`src/rtl/lx_pkg.sv`:
```
package lx_pkg;
    typedef enum logic [1:0] {
        LX_OFF = 2'd0,
        LX_HDR = 2'd1,
        LX_FIX = 2'd2
    } lx_mode_e;

    // byte addresses inside an Ethernet/IPv4 frame
    localparam int HDR_TYPE_BYTE = 12;
    localparam int HDR_TS_BYTE   = 18;
    localparam int LAT_W         = 24;
endpackage

```
`src/rtl/lx_field_pick.sv`:
```
module lx_field_pick #(
    parameter int DATA_W = 64,
    localparam int LANES  = DATA_W / 8,
    localparam int LANE_W = $clog2(LANES)
) (
    input  logic [DATA_W-1:0] data,
    input  logic [LANE_W-1:0] lane,
    input  logic              wide,
    output logic [23:0]       field
);
    logic [7:0] by [LANES+2];

    for (genvar g = 0; g < LANES; g++) begin : g_lane
        assign by[g] = data[8*g +: 8];
    end
    assign by[LANES]   = 8'h00;
    assign by[LANES+1] = 8'h00;

    always_comb begin
        int li;
        li = int'(lane);
        if (wide) field = {by[li], by[li+1], by[li+2]};
        else      field = {8'h00, by[li], by[li+1]};
    end
endmodule

```
`src/rtl/lx_lat_calc.sv`:
```
module lx_lat_calc (
    input  logic [23:0] now,
    input  logic [23:0] mark,
    input  logic        wide,
    output logic [23:0] lat
);
    logic [23:0] diff;
    assign diff = now - mark;
    assign lat  = wide ? diff : {8'h00, diff[15:0]};
endmodule

```
`src/rtl/rx_latency_extract.sv`:
```
module rx_latency_extract
    import lx_pkg::*;
#(
    parameter int DATA_W = 64,
    parameter int POS_W  = 11
) (
    input  logic              clk,
    input  logic              rst_n,
    input  logic [1:0]        mode_i,
    input  logic [POS_W-1:0]  pos_i,
    input  logic              width_i,
    input  logic [LAT_W-1:0]  timestamp_i,
    input  logic [DATA_W-1:0] s_tdata,
    input  logic              s_tvalid,
    input  logic              s_tlast,
    output logic              s_tready,
    output logic [DATA_W-1:0] m_tdata,
    output logic              m_tvalid,
    output logic              m_tlast,
    output logic [LAT_W:0]    m_tuser,
    input  logic              m_tready
);
    localparam int LANES     = DATA_W / 8;
    localparam int LANE_W    = $clog2(LANES);
    localparam int BEAT_W    = POS_W - LANE_W;
    localparam int TYPE_BEAT = HDR_TYPE_BYTE / LANES;
    localparam int TYPE_LANE = HDR_TYPE_BYTE % LANES;
    localparam int TS_BEAT   = HDR_TS_BYTE / LANES;
    localparam int TS_LANE   = HDR_TS_BYTE % LANES;

    typedef struct packed {
        logic [BEAT_W-1:0] beat;
        logic [1:0]        mode;
        logic [POS_W-1:0]  pos;
        logic              wide;
        logic [LAT_W-1:0]  ts;
        logic [LAT_W-1:0]  field;
        logic              hit;
        logic              ip;
        logic              mvalid;
        logic [DATA_W-1:0] mdata;
        logic              mlast;
        logic [LAT_W:0]    muser;
    } st_t;

    st_t st_q, st_d;

    logic              acc, first, hdr, fix, wide_eff, ip_now, at_tgt;
    logic [1:0]        mode_now;
    logic [POS_W-1:0]  pos_now;
    logic              wide_now;
    logic [LAT_W-1:0]  ts_now, picked, field_now, lat;
    logic [BEAT_W-1:0] tgt_beat;
    logic [LANE_W-1:0] tgt_lane;

    assign s_tready = !st_q.mvalid || m_tready;
    assign acc      = s_tvalid && s_tready;
    assign first    = (st_q.beat == '0);
    assign mode_now = first ? mode_i      : st_q.mode;
    assign pos_now  = first ? pos_i       : st_q.pos;
    assign wide_now = first ? width_i     : st_q.wide;
    assign ts_now   = first ? timestamp_i : st_q.ts;
    assign hdr      = (mode_now == LX_HDR);
    assign fix      = (mode_now == LX_FIX);
    assign wide_eff = fix && wide_now;
    assign tgt_beat = hdr ? BEAT_W'(TS_BEAT) : pos_now[POS_W-1:LANE_W];
    assign tgt_lane = hdr ? LANE_W'(TS_LANE) : pos_now[LANE_W-1:0];
    assign ip_now   = st_q.ip ||
                      (st_q.beat == BEAT_W'(TYPE_BEAT) &&
                       s_tdata[8*TYPE_LANE +: 8] == 8'h08 &&
                       s_tdata[8*(TYPE_LANE+1) +: 8] == 8'h00);
    assign at_tgt    = (st_q.beat == tgt_beat) && !st_q.hit && (fix || (hdr && ip_now));
    assign field_now = at_tgt ? picked : st_q.field;

    lx_field_pick #(.DATA_W(DATA_W)) u_pick (
        .data (s_tdata),
        .lane (tgt_lane),
        .wide (wide_eff),
        .field(picked)
    );

    lx_lat_calc u_calc (
        .now (ts_now),
        .mark(field_now),
        .wide(wide_eff),
        .lat (lat)
    );

    always_comb begin
        logic hit_now;
        st_d    = st_q;
        hit_now = st_q.hit || at_tgt;
        if (acc) begin
            st_d.beat  = s_tlast ? '0 : ((&st_q.beat) ? st_q.beat : st_q.beat + 1'b1);
            st_d.mode  = mode_now;
            st_d.pos   = pos_now;
            st_d.wide  = wide_now;
            st_d.ts    = ts_now;
            st_d.field = field_now;
            st_d.hit   = s_tlast ? 1'b0 : hit_now;
            st_d.ip    = s_tlast ? 1'b0 : ip_now;
        end
        if (s_tready) begin
            st_d.mvalid = s_tvalid;
            st_d.mdata  = s_tdata;
            st_d.mlast  = s_tlast;
            st_d.muser  = (s_tvalid && s_tlast && hit_now) ? {1'b1, lat} : '0;
        end
    end

    always_ff @(posedge clk or negedge rst_n) begin
        if (!rst_n) st_q <= '0;
        else        st_q <= st_d;
    end

    assign m_tvalid = st_q.mvalid;
    assign m_tdata  = st_q.mdata;
    assign m_tlast  = st_q.mlast;
    assign m_tuser  = st_q.muser;

    // output beat held under backpressure
    assert_hold_R2: assert property (@(posedge clk) disable iff (!rst_n)
        m_tvalid && !m_tready |=> m_tvalid && $stable(m_tdata) && $stable(m_tlast) && $stable(m_tuser));

    // sideband only carries data on the closing beat
    assert_user_last_R10: assert property (@(posedge clk) disable iff (!rst_n)
        m_tvalid && !m_tlast |-> m_tuser == '0);

    // a frame in progress under the off mode never yields a latency
    assert_off_silent_R6: assert property (@(posedge clk) disable iff (!rst_n)
        acc && s_tlast && st_q.beat != '0 && st_q.mode != LX_HDR && st_q.mode != LX_FIX
        |=> !m_tuser[LAT_W]);

    // header mode frame already known non-IPv4 past the field beat gives nothing
    assert_nonip_R5: assert property (@(posedge clk) disable iff (!rst_n)
        acc && s_tlast && st_q.beat > BEAT_W'(TS_BEAT) && st_q.mode == LX_HDR && !st_q.ip
        |=> m_tuser == '0);
endmodule

```
`config.mk`:
```
export PLATFORM = sky130hd
export DESIGN_NAME = rx_latency_extract
export DESIGN_NICKNAME = d
export VERILOG_FILES = /design/src/rtl/lx_pkg.sv /design/src/rtl/lx_field_pick.sv /design/src/rtl/lx_lat_calc.sv /design/src/rtl/rx_latency_extract.sv
export SDC_FILE = /design/constraint.sdc
export NUM_CORES = 1
export LEC_CHECK = 0
export BUFFER_PORTS_ARGS = -buffer_cell sky130_fd_sc_hd__buf_2
export CAP_MARGIN = 20
export CORE_MARGIN = 5
export CORE_UTILIZATION = 52
export CTS_CLUSTER_DIAMETER = 150
export DETAILED_ROUTE_END_ITERATION = 16
export HOLD_SLACK_MARGIN = 0.12
export PLACE_DENSITY_LB_ADDON = 0.2
export SKIP_LAST_GASP = 1
export SLEW_MARGIN = 20
export SYNTH_ARGS = -nofsm -noshare
export SYNTH_HDL_FRONTEND = slang
export SYNTH_HIERARCHICAL = 1
export SYNTH_SLANG_ARGS = --single-unit
```
`constraint.sdc`:
```
create_clock -name clk -period 5.5 [get_ports clk]
set_clock_uncertainty 0.15 [all_clocks]
set_input_delay 0.275 -clock clk [delete_from_list [all_inputs] [get_ports clk]]
set_output_delay 0.275 -clock clk [all_outputs]
set_load 0.05 [all_outputs]
```
Word level (Yosys, flattened, before mapping)
Cells that the tools add are included.
- output and inout port bits: 92
- register bits after elaboration: 163
- order comparisons: 3
- bitwise logic cells: 3
- eq/ne operators: 6
- reductions and logical operators: 19
- muxes and demuxes: 23
- $add $sub $neg: 4
- operator list (kind ; count):
    binary-select mux 8 bit (select 4 bit) ; 3
    greater-or-equal comparator 32 x 5 -> 1 bit (second input constant) ; 3
    2-to-1 mux 24 bit ; 4
    2-to-1 mux 8 bit ; 9
    inverter 32 bit ; 2
    inverter 3 -> 32 bit ; 1
    2-to-1 mux 25 bit ; 1
    subtractor 24 bit ; 1
    zero test 8 bit ; 2
    2-to-1 mux 11 bit ; 1
    logical AND 1 bit ; 9
    adder 8 x 1 -> 8 bit (second input constant) ; 1
    == test 8 x 1 -> 1 bit (second input constant) ; 1
    == test 8 x 4 -> 1 bit (second input constant) ; 1
    == test 8 bit ; 1
    AND reduction 8 bit ; 1
    adder 3 x 1 -> 4 bit (second input constant) ; 1
    adder 3 x 2 -> 4 bit (second input constant) ; 1
    logical OR 1 bit ; 4
    2-to-1 mux 1 bit ; 3
    2-to-1 mux 3 bit ; 1
    == test 2 x 1 -> 1 bit (second input constant) ; 1
    == test 2 bit (second input constant) ; 1
    zero test 1 bit ; 2
    other kinds (3) ; 3

Longest topological paths before layout
Gate-level depths: netlist of the first run.
- depth in word-level cells: 14
- gate-level depth with buffers: 26
- mapped depth without buffers: 21

Hierarchy
The synthesis of the first run kept the hierarchy.
- modules (own cells, without submodules) (module ; area each (um^2) ; cells an instance ; times used ; sequential area each (um^2)):
    rx_latency_extract ; 8002.7 ; 853 ; 1 ; 4078.9
    lx_field_pick ; 1820.5 ; 152 ; 1 ; 0.0
    lx_lat_calc ; 1441.4 ; 208 ; 1 ; 0.0

Worst setup path before layout of the first run
OpenSTA, ideal clock, no wires.
- path kind: register to register
- start point: register st_q[156] (netlist name)
- end point: register st_q, in the netlist m_tuser[22]
- buffers on the path: 5
- data required time: 5229 ps
- stages on the path, launching flop included: 26
- clock period less this slack: 5812 ps
- arrival: 5541 ps
- setup slack: -312 ps
- library setup time: 121 ps
- cell sequence: dfrtp_1 -> inv_1 -> ha_1 -> or3b_2 -> nor2_4 -> clkbuf_1 -> buf_1 -> nand2_1 -> a21oi_1 -> ha_1 -> buf_4 -> buf_6 -> mux4_2 -> nor2b_1 -> a211o_1 -> mux2_2 -> inv_1 -> ha_1 -> clkbuf_1 -> and4_1 -> nand3_1 -> a21oi_1 -> a211o_1 -> a221oi_2 -> mux2i_1 -> a22o_1
- word-level cells in the longest chain between the ends: 14
- RTL lines (item ; line ; source):
    from (decl) ; rx_latency_extract.sv:46 ; st_t st_q, st_d;
    from (signal assigned) ; rx_latency_extract.sv:113 ; else st_q <= st_d;
    zero test 8 bit (*) ; rx_latency_extract.sv:58 ; assign first = (st_q.beat == '0);
    2-to-1 mux 2 bit ; rx_latency_extract.sv:59 ; assign mode_now = first ? mode_i : st_q.mode;
    == test 2 x 1 -> 1 bit ; rx_latency_extract.sv:63 ; assign hdr = (mode_now == LX_HDR);
    2-to-1 mux 3 bit (*) ; rx_latency_extract.sv:67 ; assign tgt_lane = hdr ? LANE_W'(TS_LANE) : pos_now[LANE_W-1:0];
    net tgt_lane[0] ; rx_latency_extract.sv:54 ; logic [LANE_W-1:0] tgt_lane;
    adder 3 x 1 -> 4 bit ; lx_field_pick.sv:22 ; if (wide) field = {by[li], by[li+1], by[li+2]};
    inverter 32 bit (not written as such) ; lx_field_pick.sv:22 ;
    binary-select mux 8 bit (select 4 bit) ; lx_field_pick.sv:22 ;
    2-to-1 mux 8 bit (not written as such) (2 in a row) ; lx_field_pick.sv:22 ;
    2-to-1 mux 24 bit (*) ; lx_field_pick.sv:22 ;
    net picked[13] ; rx_latency_extract.sv:52 ; logic [LAT_W-1:0] ts_now, picked, field_now, lat;
    2-to-1 mux 24 bit (*) ; rx_latency_extract.sv:73 ; assign field_now = at_tgt ? picked : st_q.field;
    net field_now[13] ; rx_latency_extract.sv:52 ;
    subtractor 24 bit (*) ; lx_lat_calc.sv:8 ; assign diff = now - mark;
    2-to-1 mux 24 bit (*) ; lx_lat_calc.sv:9 ; assign lat = wide ? diff : {8'h00, diff[15:0]};
    net lat[22] ; rx_latency_extract.sv:52 ;
    2-to-1 mux 25 bit (*) ; rx_latency_extract.sv:107 ; st_d.muser = (s_tvalid && s_tlast && hit_now) ? {1'b1, lat} : '0;
The timed path passes the listed nets; every way through them passes the cells marked *. The select of a mux whose other input is x is not followed.
A chain may end at the register's enable or synchronous reset.

Worst setup path after layout of the first run
- start point: register st_q[155] (netlist name)
- end point: register st_q, in the netlist m_tuser[23]
- word-level cells in the longest chain between the ends: 14
- RTL lines (item ; line):
    zero test 8 bit (*) ; rx_latency_extract.sv:58
    2-to-1 mux 2 bit ; rx_latency_extract.sv:59
    == test 2 x 1 -> 1 bit ; rx_latency_extract.sv:63
    2-to-1 mux 3 bit (*) ; rx_latency_extract.sv:67
    net tgt_lane[0] ; rx_latency_extract.sv:54
    adder 3 x 1 -> 4 bit or adder 3 x 2 -> 4 bit (tied branches) ; lx_field_pick.sv:23, lx_field_pick.sv:22
    inverter 32 bit (on tied branches) ; lx_field_pick.sv:23, lx_field_pick.sv:22
    binary-select mux 8 bit (select 4 bit) (on tied branches) ; lx_field_pick.sv:23, lx_field_pick.sv:22
    2-to-1 mux 8 bit (on tied branches) (2 in a row) ; lx_field_pick.sv:23, lx_field_pick.sv:22
    2-to-1 mux 24 bit (*) ; lx_field_pick.sv:22
    net picked[7] ; rx_latency_extract.sv:52
    2-to-1 mux 24 bit (*) ; rx_latency_extract.sv:73
    net field_now[7] ; rx_latency_extract.sv:52
    subtractor 24 bit (*) ; lx_lat_calc.sv:8
    2-to-1 mux 24 bit (*) ; lx_lat_calc.sv:9
    net lat[23] ; rx_latency_extract.sv:52
    2-to-1 mux 25 bit (*) ; rx_latency_extract.sv:107
Marks and branches as above.

==> results of run 1 <==
==> kinds of logic after synthesis <==
group                      after synthesis
xor gates and xnor gates                23
adders and majority gates               29
DFF                                    163
AOI/OAI and AO/OA                      168
and+or+nand+nor                        513
muxes                                  125
buffers and inverters                  192
==> power by group through the flow <==
stage                     Sequential (mW)  Clock [mW]  Combinational [mW]
after floorplan                      1.51           0                2.94
after global placement               1.53           0                3.77
after detailed placement             1.54           0                3.81
after CTS                            1.52        1.23                3.89
after global routing                 1.55        1.29                4.47
final                                1.52        1.22                4.15
==> sequential cells by signal, indices dropped and copies added (netlist names) <==
name      cells
m_tuser      25
m_tvalid      1
st_q         72
m_tdata      64
m_tlast       1
==> stage by stage <==
step           hold slack (ns)  area, um2  TNS (ns)
4_1_cts                  0.180      13700         0
3_5_place_dp            0.0693      12000   -0.0743
3_3_place_gp            0.0723      12000   -0.0210
6_report                 0.172      13900         0
5_1_grt                  0.208      13900   -0.0170
2_1_floorplan           -0.171      11300         0
==> path summary, 6_finish.rpt <==
path | start | end | slack (ns) | cells after the start
setup / recovery | st_q[155] | m_tuser[23] | 0.19 | 23
hold / removal | rst_n | m_tdata[51] | 0.17 | 2
setup reg to reg | st_q[155] | m_tuser[23] | 0.19 | 23
hold reg to reg | m_tdata[57] | m_tdata[57] | 0.31 | 2
max in group asynchronous | rst_n | st_q[159] | 3.76 | 3
min in group clk | m_tdata[57] | m_tdata[57] | 0.31 | 2
==> layout by cell type (no fill, tap or decap), types with 6 or more instances in the layout <==
cell type	netlist	layout
nand2_1	383	383
buf_2	13	197
dfrtp_1	163	162
dlygate4sd3_1	0	105
buf_4	94	49
mux2_2	42	40
a21oi_1	40	37
inv_1	38	36
mux4_2	32	32
nor2_1	29	29
ha_1	28	26
nand2b_1	24	24
a22o_1	24	24
o21ai_0	24	21
mux2_1	19	19
clkbuf_16	0	17
mux4_1	16	16
mux2i_1	16	15
nand3_1	15	14
xnor2_1	12	12
a21o_1	12	12
xor2_1	11	11
nor2b_1	12	11
and3_1	10	9
a211o_1	9	9
clkinvlp_4	0	7
a22oi_1	8	7
o21a_1	6	6
==> routing by layer <==
metal  global-route usage, %  vias to the layer above  part of all wire (%)
li1                        -                     4565                     -
met1                    35.9                     4805                    40
met2                    46.6                      517                    48
met3                    6.60                      117                   8.2
met4                    11.5                        0                   3.5
met5                       0                        -                     0
==> timing repair <==
action | CTS | global route
hold buffers | 105 | 0
setup endpoints to repair | 4 | 14
pin swaps | 0 | 4
setup buffers | 0 | 8
endpoints found under the hold margin | 151 | 0
resized for setup | 3 | 34
==> cell type report <==
type                    count  area, um2  area share [%]
multi-input cells         858       6190            44.4
flip-flops and latches    163       4080            29.3
inverters                  38        143            1.02
well taps                 275        344            2.47
clock buffers              19        443            3.18
repair buffers            361       2580            18.5
diodes                      2       5.00          0.0359
clock inverters            13        148            1.06
==> results.ini, run 1 <==
[placed_design]
gp_congestion = 0.973
placed_cells = 1582
port-buffer-count = 198
dpl_worst_slack_ns = -0.0270
hpwlAfterDp_um = 24300

[synth]
synth-simple-area-share_pct = 20.0
ys_types = 78
netlist_area_um2 = 11300
netlist_top_cells_count = 383 x nand2_1, 163 x dfrtp_1, 94 x buf_4
yosysSeqAreaShare_pct = 36.2
synth_compound_area_share_pct = 10.8
synth_edf_count = 0
yosys_warnings = 6
ys_ff_latch = 163
netlist_instances = 1213
synth_mux_area_share_pct = 17.6
syn_nets = 1349
synth_xor_xnor_area_share_pct = 1.79
synthDominantCellAreaShare_pct = 36.2
yosysMostFrequentCell = nand2_1
synth_top_area_cell = dfrtp_1
synthAdderAreaFrac_pct = 3.29
synth.avg_cell_area_um2 = 9.29
synthArstFlopShare_pct = 100
synth.area.top_cells = dfrtp_1 36%, nand2_1 13%, mux4_2 6.4%
synth-main-ff-cell = dfrtp_1
synth_top_family_by_area = simple AND/OR/NAND/NOR gates

[power_and_ir_drop]
intPower_mw = 3.98
leakagePower_nw = 6.88
power_frac_comb_pct = 60.3
powerDensity_nw_per_um2 = 494
swShare_pct = 42.1
switchingPower_mw = 2.90
p_clk_share_pct = 17.7
power.total_mw = 6.88
seq_power_share_pct = 22.1
ir_worst_vdd_v = 0.000235

[global_route]
grt_max_degree = 92
grt_pass1_vias = 10200
grt_pass1_wl_um = 54700
grt_overflow = 0
antenna_found_initial = 2
grt_usage_pct = 28.2

[floorplanning]
dieArea_um2 = 24700
rows = 53
die_x_um = 157
core_area_um2 = 21200
die_y_um = 157
initial_core_util_pct = 53.3
pin_count = 199

[finish]
nFillCells = 1675
final_core_util_pct = 65.8
layout.cells.non_filler = 1729
nets = 1575
drive_gt1_share_pct = 27.5
area_growth_pct = 23.6

[sta]
clock.fmax_ghz = 0.188
worst_pin_slew_ns = 1.02
hold_violations = 0
slew_headroom_pct = 32.3
setup_ws_ns = 0.186
maxSlewViolCount = 0
finalCritPeriodShare_pct = 96.6
finalSetupViolations = 0
layout_min_cycle_time_ns = 5.31

[routing]
viasPerCell = 5.79
wirelength_um = 34300
vias = 10000
dr.pass1.iters = 5
ant_nets = 0
remaining_drc_errors = 0
drtIter0Drc = 940
avgRoutedWirePerCell_um = 19.8

[clocking]
cts_sinks = 163
cts_tree = built
cts_root_buf = clkbuf_16
clk_latency_ns = 0.43
h-tree-depth = 4
cts.clk_slew.worst_paths_ns = 0.07
clockBufferDepth = 2
numCtsBuffers = 17

[worst_setup_path]
crit_top_cell = buf_4
critical_path.top_delay_family = compound AO/OA/AOI/OAI gates
crit_path_max_incr_delay_ns = 0.60
critPathKind = flop to flop
crit_path_cell_trace = inv_1, ha_1, or3b_4, nor2_4, nand2_1, a21oi_4, buf_4, buf_12, mux4_1, mux2i_1, o21ai_1, mux2_2, inv_1, ha_1, a211o_1, o211ai_1, nand2b_2, buf_4, o31ai_4, buf_4, nand3_1, and3b_1, a22o_1
crit_path_end_kind = flop
required_ns = 5.66
worstPathArrival_ns = 5.47
critPathLaunchType = flop
critPathSlowestCell = mux4_1
critPathMaxFanout = 44
path_buf_inv = 6

[hold_path]
hp-class = input port to async pin

[run]
maxCapViolCount = 0

[run_status]
outcome = finished clean

Power figures use the tool's default switching activity.
==> run 2, diff against run 1 <==
==> constraint.sdc (replaced) <==
create_clock -name clk -period 5.5 [get_ports clk]
set_clock_uncertainty 0.15 [all_clocks]
set_input_delay 1.1 -clock clk [delete_from_list [all_inputs] [get_ports clk]]
set_output_delay 1.1 -clock clk [all_outputs]
set_load 0.05 [all_outputs]
==> results.ini, run 2 (same netlist as run 1, synthesis figures left out) <==
[finish]
nFillCells = 1784
multi_input_area_um2 = 6180
most-common-layout-cells = 382 x nand2_1, 197 x buf_2, 162 x dfrtp_1
final_common_cell = nand2_1
area_growth_pct = 19.1
design_area_um2 = 13400
seq_area_um2 = 4080
top_register = st_q
layout.cells.non_filler = 1685
largest_reg_flops = 72
drive_gt1_share_pct = 32.7
final_core_util_pct = 63.4
nets = 1532

[routing]
avgRoutedWirePerCell_um = 19.5
remaining_drc_errors = 0
wirelength_um = 32900
ant_nets = 0
drtIter0Drc = 847
viasPerCell = 5.68
vias = 9569
dr.pass1.iters = 5

[global_route]
grt_pass1_wl_um = 52000
grt_pass1_vias = 9435
grt_usage_pct = 26.7
grt_use_met3_pct = 5.53
grt_max_degree = 104
antenna_found_initial = 1
grtUsageMet2_pct = 43.5
grt_overflow = 0
grtUsageMet1_pct = 36.5
busiest_layer = met2

[worst_setup_path]
crit_path_end_kind = flop
regToRegSetupSlack_ns = 0.19
critPathKind = flop to flop
worstPathArrival_ns = 5.47
critPathMaxFanout = 8
critPathLaunchType = flop
required_ns = 5.66

[power_and_ir_drop]
power.total_mw = 7.29
ir_worst_vdd_v = 0.000252
leakagePower_nw = 6.80
powerDensity_nw_per_um2 = 543

[run]
maxCapViolCount = 0

[clocking]
numCtsBuffers = 17
cts.clk_slew.worst_paths_ns = 0.07
cts_tree = built
h-tree-depth = 4
clk_latency_ns = 0.43
cts_sinks = 163
clockBufferDepth = 2
hold_buffers = 0
cts_root_buf = clkbuf_16

[sta]
finalSetupViolations = 0
whs_ns = 0.314
tns_ns = 0
finalCritPeriodShare_pct = 96.5
hold_violations = 0
maxSlewViolCount = 0
layout_min_cycle_time_ns = 5.31
setup_ws_ns = 0.193
worst_pin_slew_ns = 1.00
clock.fmax_ghz = 0.188
slew_headroom_pct = 33.1

[placed_design]
port-buffer-count = 198
dpl_cell_area_um2 = 12600
hpwlAfterDp_um = 24500
dpl_worst_slack_ns = -0.220
gp_congestion = 0.927
placed_cells = 1647

[run_status]
outcome = finished clean

[floorplanning]
initial_core_util_pct = 53.3
die_y_um = 157
rows = 53
die_x_um = 157
pin_count = 199
core_area_um2 = 21200
dieArea_um2 = 24700

[hold_path]
hp-class = flop to flop

==> run 2: path summary, 6_finish.rpt <==
kind                        startpoint           to  depth (start not counted)
hold reg to reg            m_tdata[14]  m_tdata[14]                          2
setup / recovery             st_q[155]  m_tuser[16]                         21
setup reg to reg             st_q[155]  m_tuser[16]                         21
min in group asynchronous        rst_n  m_tdata[60]                          1
max in group asynchronous        rst_n    st_q[159]                          2
hold / removal             m_tdata[14]  m_tdata[14]                          2
==> run 2: final cells by class <==
class / instances / area share [%]
Multi-Input combinational cell: 858 / 46.1
Sequential cell: 163 / 30.4
Timing Repair Buffer: 318 / 15.0
Clock buffer: 20 / 3.41
Tap cell: 275 / 2.57
Clock inverter: 12 / 1.51
Inverter: 38 / 1.06
Antenna cell: 1 / 0.0187
==> run 2: report_power, final <==
part | switching (mW) | internal (mW) | total (mW)
clock | 0.518 | 0.833 | 1.35
combinational | 2.30 | 2.12 | 4.42
sequential | 0.119 | 1.40 | 1.52
==> run 2: per-layer routing <==
| metal | vias up | wire length [um] |
|---|---|---|
| li1 | 4488 | - |
| met1 | 4644 | 13900 |
| met2 | 379 | 16000 |
| met3 | 58 | 2330 |
| met4 | 0 | 655 |
| met5 | - | 0 |
==> run 2: timing repair <==
action / CTS / global route
resized for setup: 1 / 24
buffers inserted: 0 / 4
endpoints found under the hold margin: 0 / 0
endpoints found under the setup margin: 1 / 14
gates cloned: 0 / 0
pin swaps: 0 / 4
==> run 2: critical path: stages, from the launching register on <==
cell,delay [ns]
dfrtp_1,0.37
inv_1,0.08
ha_2,0.19
nor3b_4,0.27
nand2_2,0.13
mux2_2,0.29
nand3_4,0.12
ha_4,0.30
buf_12,0.13
mux4_2,0.53
a22oi_1,0.18
o21ai_0,0.22
mux2_2,0.34
ha_1,0.21
fa_1,0.39
nor2b_1,0.17
o2111ai_1,0.21
nand2_1,0.14
a221oi_1,0.10
o311a_1,0.35
mux2i_1,0.12
a22o_1,0.19
